**src/rtl/adc_seq_pkg.sv**
```systemverilog
package adc_seq_pkg;
   localparam int CTL_BITS = 8;
   localparam int CH_W     = 3;
   localparam int FLD_A    = 6;
   localparam int FLD_B    = 5;
   localparam int FLD_C    = 4;
   localparam int FLD_SGL  = 3;

   typedef struct packed {
      logic [CH_W-1:0] pos;
      logic [CH_W-1:0] neg;
      logic            to_com;
   } route_t;

   function automatic route_t route_decode(input logic [CTL_BITS-1:0] b);
      route_t r;
      r.pos    = {b[FLD_B], b[FLD_C], b[FLD_A]};
      r.neg    = {b[FLD_B], b[FLD_C], ~b[FLD_A]};
      r.to_com = b[FLD_SGL];
      return r;
   endfunction
endpackage

```
**src/rtl/adc_seq_sync.sv**
```systemverilog
module adc_seq_sync #(
   parameter int STAGES = 2
) (
   input  logic clk,
   input  logic rst_n,
   input  logic sclk_i,
   input  logic cs_n_i,
   input  logic din_i,
   output logic active,
   output logic rise,
   output logic fall,
   output logic din_s
);
   logic [2:0] raw, syn;
   logic       sclk_prev;

   assign raw = {cs_n_i, sclk_i, din_i};

   generate
      if (STAGES == 0) begin : g_direct
         assign syn = raw;
      end else begin : g_chain
         logic [2:0] st [STAGES];
         always_ff @(posedge clk or negedge rst_n) begin
            if (!rst_n) begin
               for (int i = 0; i < STAGES; i++) st[i] <= 3'b100;
            end else begin
               st[0] <= raw;
               for (int i = 1; i < STAGES; i++) st[i] <= st[i-1];
            end
         end
         assign syn = st[STAGES-1];
      end
   endgenerate

   always_ff @(posedge clk or negedge rst_n) begin
      if (!rst_n) sclk_prev <= 1'b0;
      else        sclk_prev <= syn[1];
   end

   assign active = ~syn[2];
   assign rise   = active &  syn[1] & ~sclk_prev;
   assign fall   = active & ~syn[1] &  sclk_prev;
   assign din_s  = syn[0];
endmodule

```
**src/rtl/adc_seq_ctl.sv**
```systemverilog
module adc_seq_ctl
   import adc_seq_pkg::*;
#(
   parameter int RES_BITS = 8
) (
   input  logic            clk,
   input  logic            rst_n,
   input  logic            active,
   input  logic            rise,
   input  logic            fall,
   input  logic            din_s,
   output logic            trk,
   output logic            hold_neg,
   output logic            strobe,
   output route_t          route,
   output logic            conv_load,
   output logic            conv_step,
   output logic            conv_last
);
   localparam int END_F = CTL_BITS + RES_BITS;
   localparam int CW    = $clog2(END_F + 1);
   localparam int BW    = $clog2(CTL_BITS + 1);
   localparam logic [CW-1:0] F_TRK  = CW'(CTL_BITS - 2);
   localparam logic [CW-1:0] F_HOLD = CW'(CTL_BITS);
   localparam logic [CW-1:0] F_STB  = CW'(END_F - 2);
   localparam logic [CW-1:0] F_END  = CW'(END_F);
   localparam logic [BW-1:0] B_FULL = BW'(CTL_BITS);

   logic                started;
   logic [BW-1:0]       bcnt;
   logic [CTL_BITS-1:0] sh;
   logic [CW-1:0]       fcnt, fnext;
   logic                fadv;

   assign fadv      = fall & started & (fcnt != F_END);
   assign fnext     = fcnt + 1'b1;
   assign conv_load = fadv & (fnext == F_HOLD);
   assign conv_step = fadv & (fnext >  F_HOLD);
   assign conv_last = fadv & (fnext == F_END);

   always_ff @(posedge clk or negedge rst_n) begin
      if (!rst_n) begin
         started  <= 1'b0;
         bcnt     <= '0;
         sh       <= '0;
         fcnt     <= '0;
         trk      <= 1'b0;
         hold_neg <= 1'b0;
         strobe   <= 1'b0;
         route    <= '0;
      end else if (!active) begin
         started  <= 1'b0;
         bcnt     <= '0;
         sh       <= '0;
         fcnt     <= '0;
         trk      <= 1'b0;
         hold_neg <= 1'b0;
         strobe   <= 1'b0;
         route    <= '0;
      end else begin
         if (rise) begin
            if (!started) begin
               if (din_s) begin
                  started <= 1'b1;
                  bcnt    <= BW'(1);
                  sh      <= {sh[CTL_BITS-2:0], 1'b1};
               end
            end else if (bcnt != B_FULL) begin
               bcnt <= bcnt + 1'b1;
               sh   <= {sh[CTL_BITS-2:0], din_s};
            end
         end
         if (fadv) begin
            fcnt <= fnext;
            if (fnext == F_TRK) begin
               trk   <= 1'b1;
               route <= route_decode({sh[CTL_BITS-3:0], 2'b00});
            end
            if (fnext == F_HOLD) begin
               trk      <= 1'b0;
               hold_neg <= 1'b1;
            end
            if (fnext == F_STB) strobe <= 1'b1;
            if (fnext == F_END) begin
               strobe   <= 1'b0;
               hold_neg <= 1'b0;
            end
         end
      end
   end
endmodule

```
**src/rtl/adc_seq_sar.sv**
```systemverilog
module adc_seq_sar #(
   parameter int RES_BITS = 8
) (
   input  logic                clk,
   input  logic                rst_n,
   input  logic                active,
   input  logic                load,
   input  logic                step,
   input  logic                cmp_hi,
   output logic [RES_BITS-1:0] code,
   output logic [RES_BITS-1:0] code_next
);
   localparam int IW = $clog2(RES_BITS);
   localparam logic [IW-1:0] TOP_IDX = IW'(RES_BITS - 1);

   logic [IW-1:0] idx;

   always_comb begin
      code_next = code;
      if (!cmp_hi) code_next[idx] = 1'b0;
      if (idx != '0) code_next[idx - 1'b1] = 1'b1;
   end

   always_ff @(posedge clk or negedge rst_n) begin
      if (!rst_n) begin
         code <= '0;
         idx  <= '0;
      end else if (!active) begin
         code <= '0;
         idx  <= '0;
      end else if (load) begin
         code <= {1'b1, {(RES_BITS-1){1'b0}}};
         idx  <= TOP_IDX;
      end else if (step) begin
         code <= code_next;
         if (idx != '0) idx <= idx - 1'b1;
      end
   end
endmodule

```
**src/rtl/adc_seq_out.sv**
```systemverilog
module adc_seq_out #(
   parameter int RES_BITS = 8
) (
   input  logic                clk,
   input  logic                rst_n,
   input  logic                active,
   input  logic                fall,
   input  logic                load,
   input  logic [RES_BITS-1:0] value,
   output logic                dout
);
   logic [RES_BITS-1:0] sh;

   always_ff @(posedge clk or negedge rst_n) begin
      if (!rst_n)       sh <= '0;
      else if (!active) sh <= '0;
      else if (load)    sh <= value;
      else if (fall)    sh <= {sh[RES_BITS-2:0], 1'b0};
   end

   assign dout = sh[RES_BITS-1];
endmodule

```
**src/rtl/adc_serial_seq.sv**
```systemverilog
module adc_serial_seq
   import adc_seq_pkg::*;
#(
   parameter int RES_BITS    = 8,
   parameter int SYNC_STAGES = 2
) (
   input  logic                clk,
   input  logic                rst_n,
   input  logic                sclk,
   input  logic                cs_n,
   input  logic                din,
   input  logic                cmp_hi,
   output logic                dout,
   output logic                dout_oe,
   output logic                strobe,
   output logic                strobe_oe,
   output logic                trk,
   output logic                hold_neg,
   output logic [CH_W-1:0]     pos_sel,
   output logic [CH_W-1:0]     neg_sel,
   output logic                neg_com,
   output logic [RES_BITS-1:0] dac_code
);
   generate
      if (RES_BITS < 3 || RES_BITS > 16) begin : g_bad_res
         $error("adc_serial_seq: RES_BITS must lie in 3..16");
      end
      if (SYNC_STAGES < 0 || SYNC_STAGES > 4) begin : g_bad_sync
         $error("adc_serial_seq: SYNC_STAGES must lie in 0..4");
      end
   endgenerate

   logic   active, rise, fall, din_s;
   logic   conv_load, conv_step, conv_last;
   route_t route;
   logic [RES_BITS-1:0] code_next;

   adc_seq_sync #(.STAGES(SYNC_STAGES)) u_sync (
      .clk(clk), .rst_n(rst_n), .sclk_i(sclk), .cs_n_i(cs_n), .din_i(din),
      .active(active), .rise(rise), .fall(fall), .din_s(din_s)
   );

   adc_seq_ctl #(.RES_BITS(RES_BITS)) u_ctl (
      .clk(clk), .rst_n(rst_n), .active(active), .rise(rise), .fall(fall),
      .din_s(din_s), .trk(trk), .hold_neg(hold_neg), .strobe(strobe),
      .route(route), .conv_load(conv_load), .conv_step(conv_step),
      .conv_last(conv_last)
   );

   adc_seq_sar #(.RES_BITS(RES_BITS)) u_sar (
      .clk(clk), .rst_n(rst_n), .active(active), .load(conv_load),
      .step(conv_step), .cmp_hi(cmp_hi), .code(dac_code), .code_next(code_next)
   );

   adc_seq_out #(.RES_BITS(RES_BITS)) u_out (
      .clk(clk), .rst_n(rst_n), .active(active), .fall(fall),
      .load(conv_last), .value(code_next), .dout(dout)
   );

   assign dout_oe   = active;
   assign strobe_oe = active;
   assign pos_sel   = route.pos;
   assign neg_sel   = route.neg;
   assign neg_com   = route.to_com;
endmodule

```
**config.mk**
```make
export PLATFORM = sky130hd
export DESIGN_NAME = adc_serial_seq
export DESIGN_NICKNAME = d
export VERILOG_FILES = /design/src/rtl/adc_seq_pkg.sv /design/src/rtl/adc_seq_sync.sv /design/src/rtl/adc_seq_ctl.sv /design/src/rtl/adc_seq_sar.sv /design/src/rtl/adc_seq_out.sv /design/src/rtl/adc_serial_seq.sv
export SDC_FILE = /design/constraint.sdc
export NUM_CORES = 1
export LEC_CHECK = 0
export BUFFER_PORTS_ARGS = -buffer_cell sky130_fd_sc_hd__buf_4
export CAP_MARGIN = 20
export CORE_MARGIN = 2
export CORE_UTILIZATION = 50
export CTS_CLUSTER_DIAMETER = 200
export DETAILED_ROUTE_END_ITERATION = 10
export GPL_ROUTABILITY_DRIVEN = 1
export PLACE_DENSITY = 0.67
export SKIP_LAST_GASP = 1
export SYNTH_ARGS = -nofsm -noshare
export SYNTH_HDL_FRONTEND = slang
export SYNTH_SLANG_ARGS = --single-unit
export TNS_END_PERCENT = 50
```
**constraint.sdc**
```tcl
create_clock -name clk -period 3.8 [get_ports clk]
set_input_delay 0.19 -clock clk [delete_from_list [all_inputs] [get_ports clk]]
set_output_delay 0.19 -clock clk [all_outputs]
set_load 0.005 [all_outputs]
```
# Word level (Yosys, flattened, before mapping)
# Index checks and enable logic that the tools add are counted.
classes:
  n_eq_ne: 7
  mux: 47
  reduce_logical: 19
  bitwise: 16
  mul: 0
  div: 0
  add_sub_neg: 3
  magnitude_cmp: 5
  shift: 0
ops:
  columns: ["operator", "n"]
  rows:
  - ["$mux 8", 8]
  - ["$mux 5", 7]
  - ["$reduce_bool 3->1", 8]
  - ["$mux 7", 3]
  - ["$mux 4", 5]
  - ["$mux 1", 18]
  - ["$mux 3", 4]
  - ["$eq 5x4->1 const B", 2]
  - ["$reduce_and 2->1", 5]
  - ["$and 1x1->1", 9]
  - ["$and 8x8->8", 1]
  - ["$lt 3x4->1 const B", 2]
  - ["$not 8->8", 1]
  - ["$or 8x8->8", 1]
  - ["$demux 1 s3", 2]
  - ["$ge 3x1->1 const B", 2]
  - ["$reduce_bool 2->1", 3]
  - ["$add 5x1->5 const B", 1]
  - ["$eq 5x3->1 const B", 1]
  - ["$eq 5x5->1 const B", 1]
  - ["$gt 5x4->1 const B", 1]
  - ["$ne 5x5->1 const B", 1]
  - ["$add 4x1->4 const B", 1]
  - ["$ne 4x4->1 const B", 1]
  - ["other kinds (5)", 9]
word_totals:
  regBits: 51
  ram_bits: 0
  latch_bits: 0
  output_inout_bits: 21
  elab_cells: 113
  rom_bits: 0
  in_bits: 6
  memories: 0

# Longest topological paths before layout
logic_depth:
  word_depth: 12
  ltp_mapped: 7
  depth_no_buf: 6

# Modules after synthesis
# A second synthesis with hierarchy kept.
unflattened:
  cells_unflattened: 272
  hier_area_um2: 2740.1
by_module_without_submodules:
  columns: ["module", "seq_area_each_um2", "n_inst", "area_per_inst_um2", "cells_per_inst"]
  rows:
  - ["adc_seq_ctl", 575.6, 1, 1285.0, 134]
  - ["adc_seq_sar", 275.3, 1, 792.0, 92]
  - ["adc_seq_out", 200.2, 1, 459.2, 35]
  - ["adc_seq_sync", 177.7, 1, 196.4, 10]
  - ["adc_serial_seq", 0.0, 1, 7.5, 1]

# Least setup slack after synthesis
# OpenSTA, ideal clock, no wires.
synth_path:
  path_type: "register to register"
  startpoint: "register u_ctl.fcnt[0]"
  endpoint: "register u_ctl.route[1] (netlist name)"
  t_arrival_ps: 1842
  setup_slack_ps: 1833
  setup_time_ps: 125
  n_path_buf: 0
  path_stages_with_launch: 6
  path_cell_list: "dfrtp_1 -> ha_1 -> xnor2_1 -> a31oi_2 -> nor3_4 -> mux2_4"
synth_between:
  elab_chain_cells: 4
  word_cells_on_any_way: 7
synth_lines:
  columns: ["element", "line", "source"]
  rows:
  - ["start: declaration", "adc_seq_ctl.sv:32", "logic [CW-1:0] fcnt, fnext;"]
  - ["start signal: assignment", "adc_seq_ctl.sv:74", "fcnt <= fnext;"]
  - ["$add 5x1->5 or $ne 5x5->1 (tied branches)", "adc_seq_ctl.sv:36, adc_seq_ctl.sv:35", null]
  - ["$eq 5x3->1 or $and 1x1->1 (tied branches)", "adc_seq_ctl.sv:75, adc_seq_ctl.sv:35", null]
  - ["$reduce_bool 2->1 (no line)", null, null]
  - ["$reduce_and 2->1 (no line) *", null, null]
# Mark *: on every way between the ends. The rest lies on a longest branch, timed or not.
# A chain may end at the register's enable or synchronous reset.

# Worst setup path after layout
layout_path:
  startpoint: "register u_sync.g_chain.st (netlist bit u_sync.syn[2])"
  endpoint: "output strobe_oe"
layout_between:
  elab_chain_cells: 1
layout_lines:
  columns: ["element", "line", "source"]
  rows:
  - ["start: declaration", "adc_seq_sync.sv:23", "logic [2:0] st [STAGES];"]
  - ["$not 1->1", "adc_seq_sync.sv:41", "assign active = ~syn[2];"]
  - ["end: declaration", "adc_serial_seq.sv:16", "output logic strobe_oe,"]
# Every way passes these cells.

==> results_dict.tcl <==
set metrics [dict create \
    post_cts_buffers 0 \
    ir_worst_vdd_mv 0.1857 \
    fin_crit_sh_pct 63.98 \
    fin_skew_ns 0.004454 \
    synth_edf_count 0 \
    power_frac_comb_pct 4.5 \
    dr_total_vias 2071 \
    p_leak_nw 1.276 \
    place_inst 339 \
    rows 26 \
    worst_slew_pin_slew_ns 0.7605 \
    cap_violations 0 \
    netSwitchingPower_w 0.0002090 \
    tns_ns 0 \
    maxSlewHeadroom_pct 48.98 \
    cts_tree "yes" \
    crit_required_ns 3.61 \
    finalMaxSlewViolations 0 \
    cts.sinks 49 \
    initial_utilization_pct 52.27 \
    area_growth_pct 11.75 \
    status "completed" \
    clkTransAtPathRegs_ns 0.09 \
    worstSetupPathType "register to output pin" \
    period_minus_slack_ns 2.431 \
    cts-root-buf "clkbuf_8" \
    antenna_found_initial 0 \
    ys.warnings.count 0 \
    ys.flop_type "dfrtp_1" \
    wirelength_microns 5595 \
    vias_per_cell 5.900 \
    ys_seq_area_share_pct 45.44 \
    diodes 0 \
    die_x_microns 77.54 \
    fp.dieH_microns 77.54 \
    cts.path.max_buffers 2 \
    fp.dieArea_sq_mm 0.006012 \
    wl_per_cell_microns 15.94 \
    cp_max_fo 29 \
    startpoint_type "register" \
    hold_viol 0 \
    ant_nets 0 \
    swShare_pct 22.72 \
    postCtsHoldBufs 4 \
    syn-cell-area_sq_mm 0.002704 \
    io_pins 27 \
    layout-drive-gt1-share_pct 18.86 \
    final_common_cell "dfrtp_1" \
    place.gp.congestion 0.7742 \
    cts_made_buffers 5 \
    finalSetupViolations 0 \
    max_freq_ghz 0.4113 \
    final_cell_mix "dfrtp_1 (47), buf_4 (26), nor2_1 (18)" \
    drc_errors 0 \
    fin_nets 294 \
    clkLatencyLatePin_ns 0.30 \
    post_cts_resized 0 \
    dr.pass1.iters 4 \
    grt_pass1_vias 1969 \
    synth_nets 274 \
    ys_ff_latch 49 \
    stdcell_count 351 \
    portBuffers 26 \
    pwr_density_cell_mw_per_mm2 304.3 \
    arrival_ns 2.24 \
    synth.distinct_cells 63 \
    grt_usage_pct 20.18 \
    p_clk_share_pct 37.2 \
    dp_hpwl_microns 3832 \
    p_int_w 0.0007107 \
    coreArea_sq_mm 0.005172 \
    rsz0062_at_grt "no" \
    h-tree-depth 2 \
    drt_first_iter_violations 181 \
    worstSetupEndpointType "output pin" \
    postSynthCellCount 260 \
    grt_max_degree 50 \
    grt_pass1_wl_microns 9632 \
    gr-total-overflow 0 \
    seqPwrFrac_pct 58.4 \
    async_flop_share_pct 100.0 \
    min_path_type "register to register" \
    syn_avg_cell_area_sq_um 10.40 \
]
## path summary, 6_finish.rpt
| check | start | endpoint | slack (ns) | cells past startpoint |
|---|---|---|---|---|
| min in group asynchronous | rst_n | u_ctl.bcnt[0] | 0.44 | 2 |
| max in group asynchronous | rst_n | u_out.sh[0] | 2.94 | 2 |
| max reg2reg | u_sync.syn[2] | u_sar.code[6] | 1.43 | 3 |
| min reg2reg | u_sync.g_chain.st[3] | u_sync.syn[0] | 0.35 | 0 |
| max | u_sync.syn[2] | strobe_oe | 1.37 | 2 |
| min | u_sync.g_chain.st[3] | u_sync.syn[0] | 0.35 | 0 |
## worst max-delay path, cell delays in order (launching register included)
cell and delay [ns]:
dfstp_2 0.81, clkinv_1 0.74, buf_4 0.39
## cells in the mapped netlist (4+ instances only)
cell type / n / area (sq um)
nand3_1: 12 / 60.06
ha_1: 8 / 100.1
dfrtp_1: 47 / 1176
mux2i_1: 8 / 80.08
nor2b_1: 6 / 37.54
nand2b_1: 4 / 25.02
o32ai_1: 7 / 61.31
o2111ai_1: 4 / 35.03
clkbuf_1: 6 / 22.52
inv_1: 15 / 56.30
o211ai_2: 5 / 62.56
nor2_1: 18 / 67.56
o211ai_1: 5 / 37.54
o21ai_0: 11 / 55.05
buf_4: 6 / 45.04
nand2_1: 17 / 63.81
a21oi_1: 10 / 50.05
## flip-flops by register name, summed over array words and instances, names as in the netlist, 3 cells and up
register,count
u_ctl.bcnt,4
u_ctl.fcnt,5
u_ctl.route,5
u_ctl.sh,5
u_out.sh,8
u_sar.code,8
u_sar.idx,3
u_sync.g_chain.st,3
u_sync.syn,3
## power groups by stage
stage                     sequential [W]  clock, W  combinational, W
final                           0.000537  0.000342         0.0000410
after floorplan                 0.000542         0         0.0000240
after CTS                       0.000537  0.000355         0.0000420
after global routing            0.000539  0.000377         0.0000469
after detailed placement        0.000548         0         0.0000388
after global placement          0.000547         0         0.0000383
## routing by layer
metal	vias to the layer above	part of all wire [%]	global-route usage (%)
met3	7	5.1	3.605
li1	991	-	-
met4	0	1.5	6.607
met1	1019	46	29.18
met5	-	0	0
met2	54	47	30.87
## cell families (layout without fill, tap and decap cells)
kind of cell / Yosys count / after routing / synth area share, %
adders and majority gates: 8 / 8 / 3.702
buffers and inverters: 33 / 54 / 6.293
DFF: 49 / 49 / 45.44
and+or+nand+nor: 79 / 79 / 16.61
AOI/OAI and AO/OA: 75 / 75 / 22.07
muxes: 10 / 10 / 3.933
xor gates and xnor gates: 6 / 6 / 1.944
## final cells by class
cell class / count / area [sq um]
Clock inverter: 1 / 8.758
Sequential cell: 49 / 1229
Clock buffer: 7 / 96.34
Fill cell: 443 / 2151
Multi-Input combinational cell: 178 / 1305
Inverter: 16 / 60.06
Timing Repair Buffer: 30 / 235.2
Tap cell: 70 / 87.58
## through the flow
step | util (%) | hold slack [ns] | power (W) | instance area (sq um) | setup WS (ns)
after detailed placement | 55.61 | 0.2485 | 0.0005864 | 2877 | 1.398
after global placement | 55.61 | 0.2445 | 0.0005856 | 2877 | 1.459
after global routing | 58.42 | 0.3617 | 0.0009625 | 3022 | 1.100
after CTS | 58.42 | 0.3568 | 0.0009346 | 3022 | 1.324
after floorplan | - | -0.1056 | 0.0005656 | 2704 | 1.833
final | 58.42 | 0.3531 | 0.0009196 | 3022 | 1.369
(Power assumes the default switching activity.)
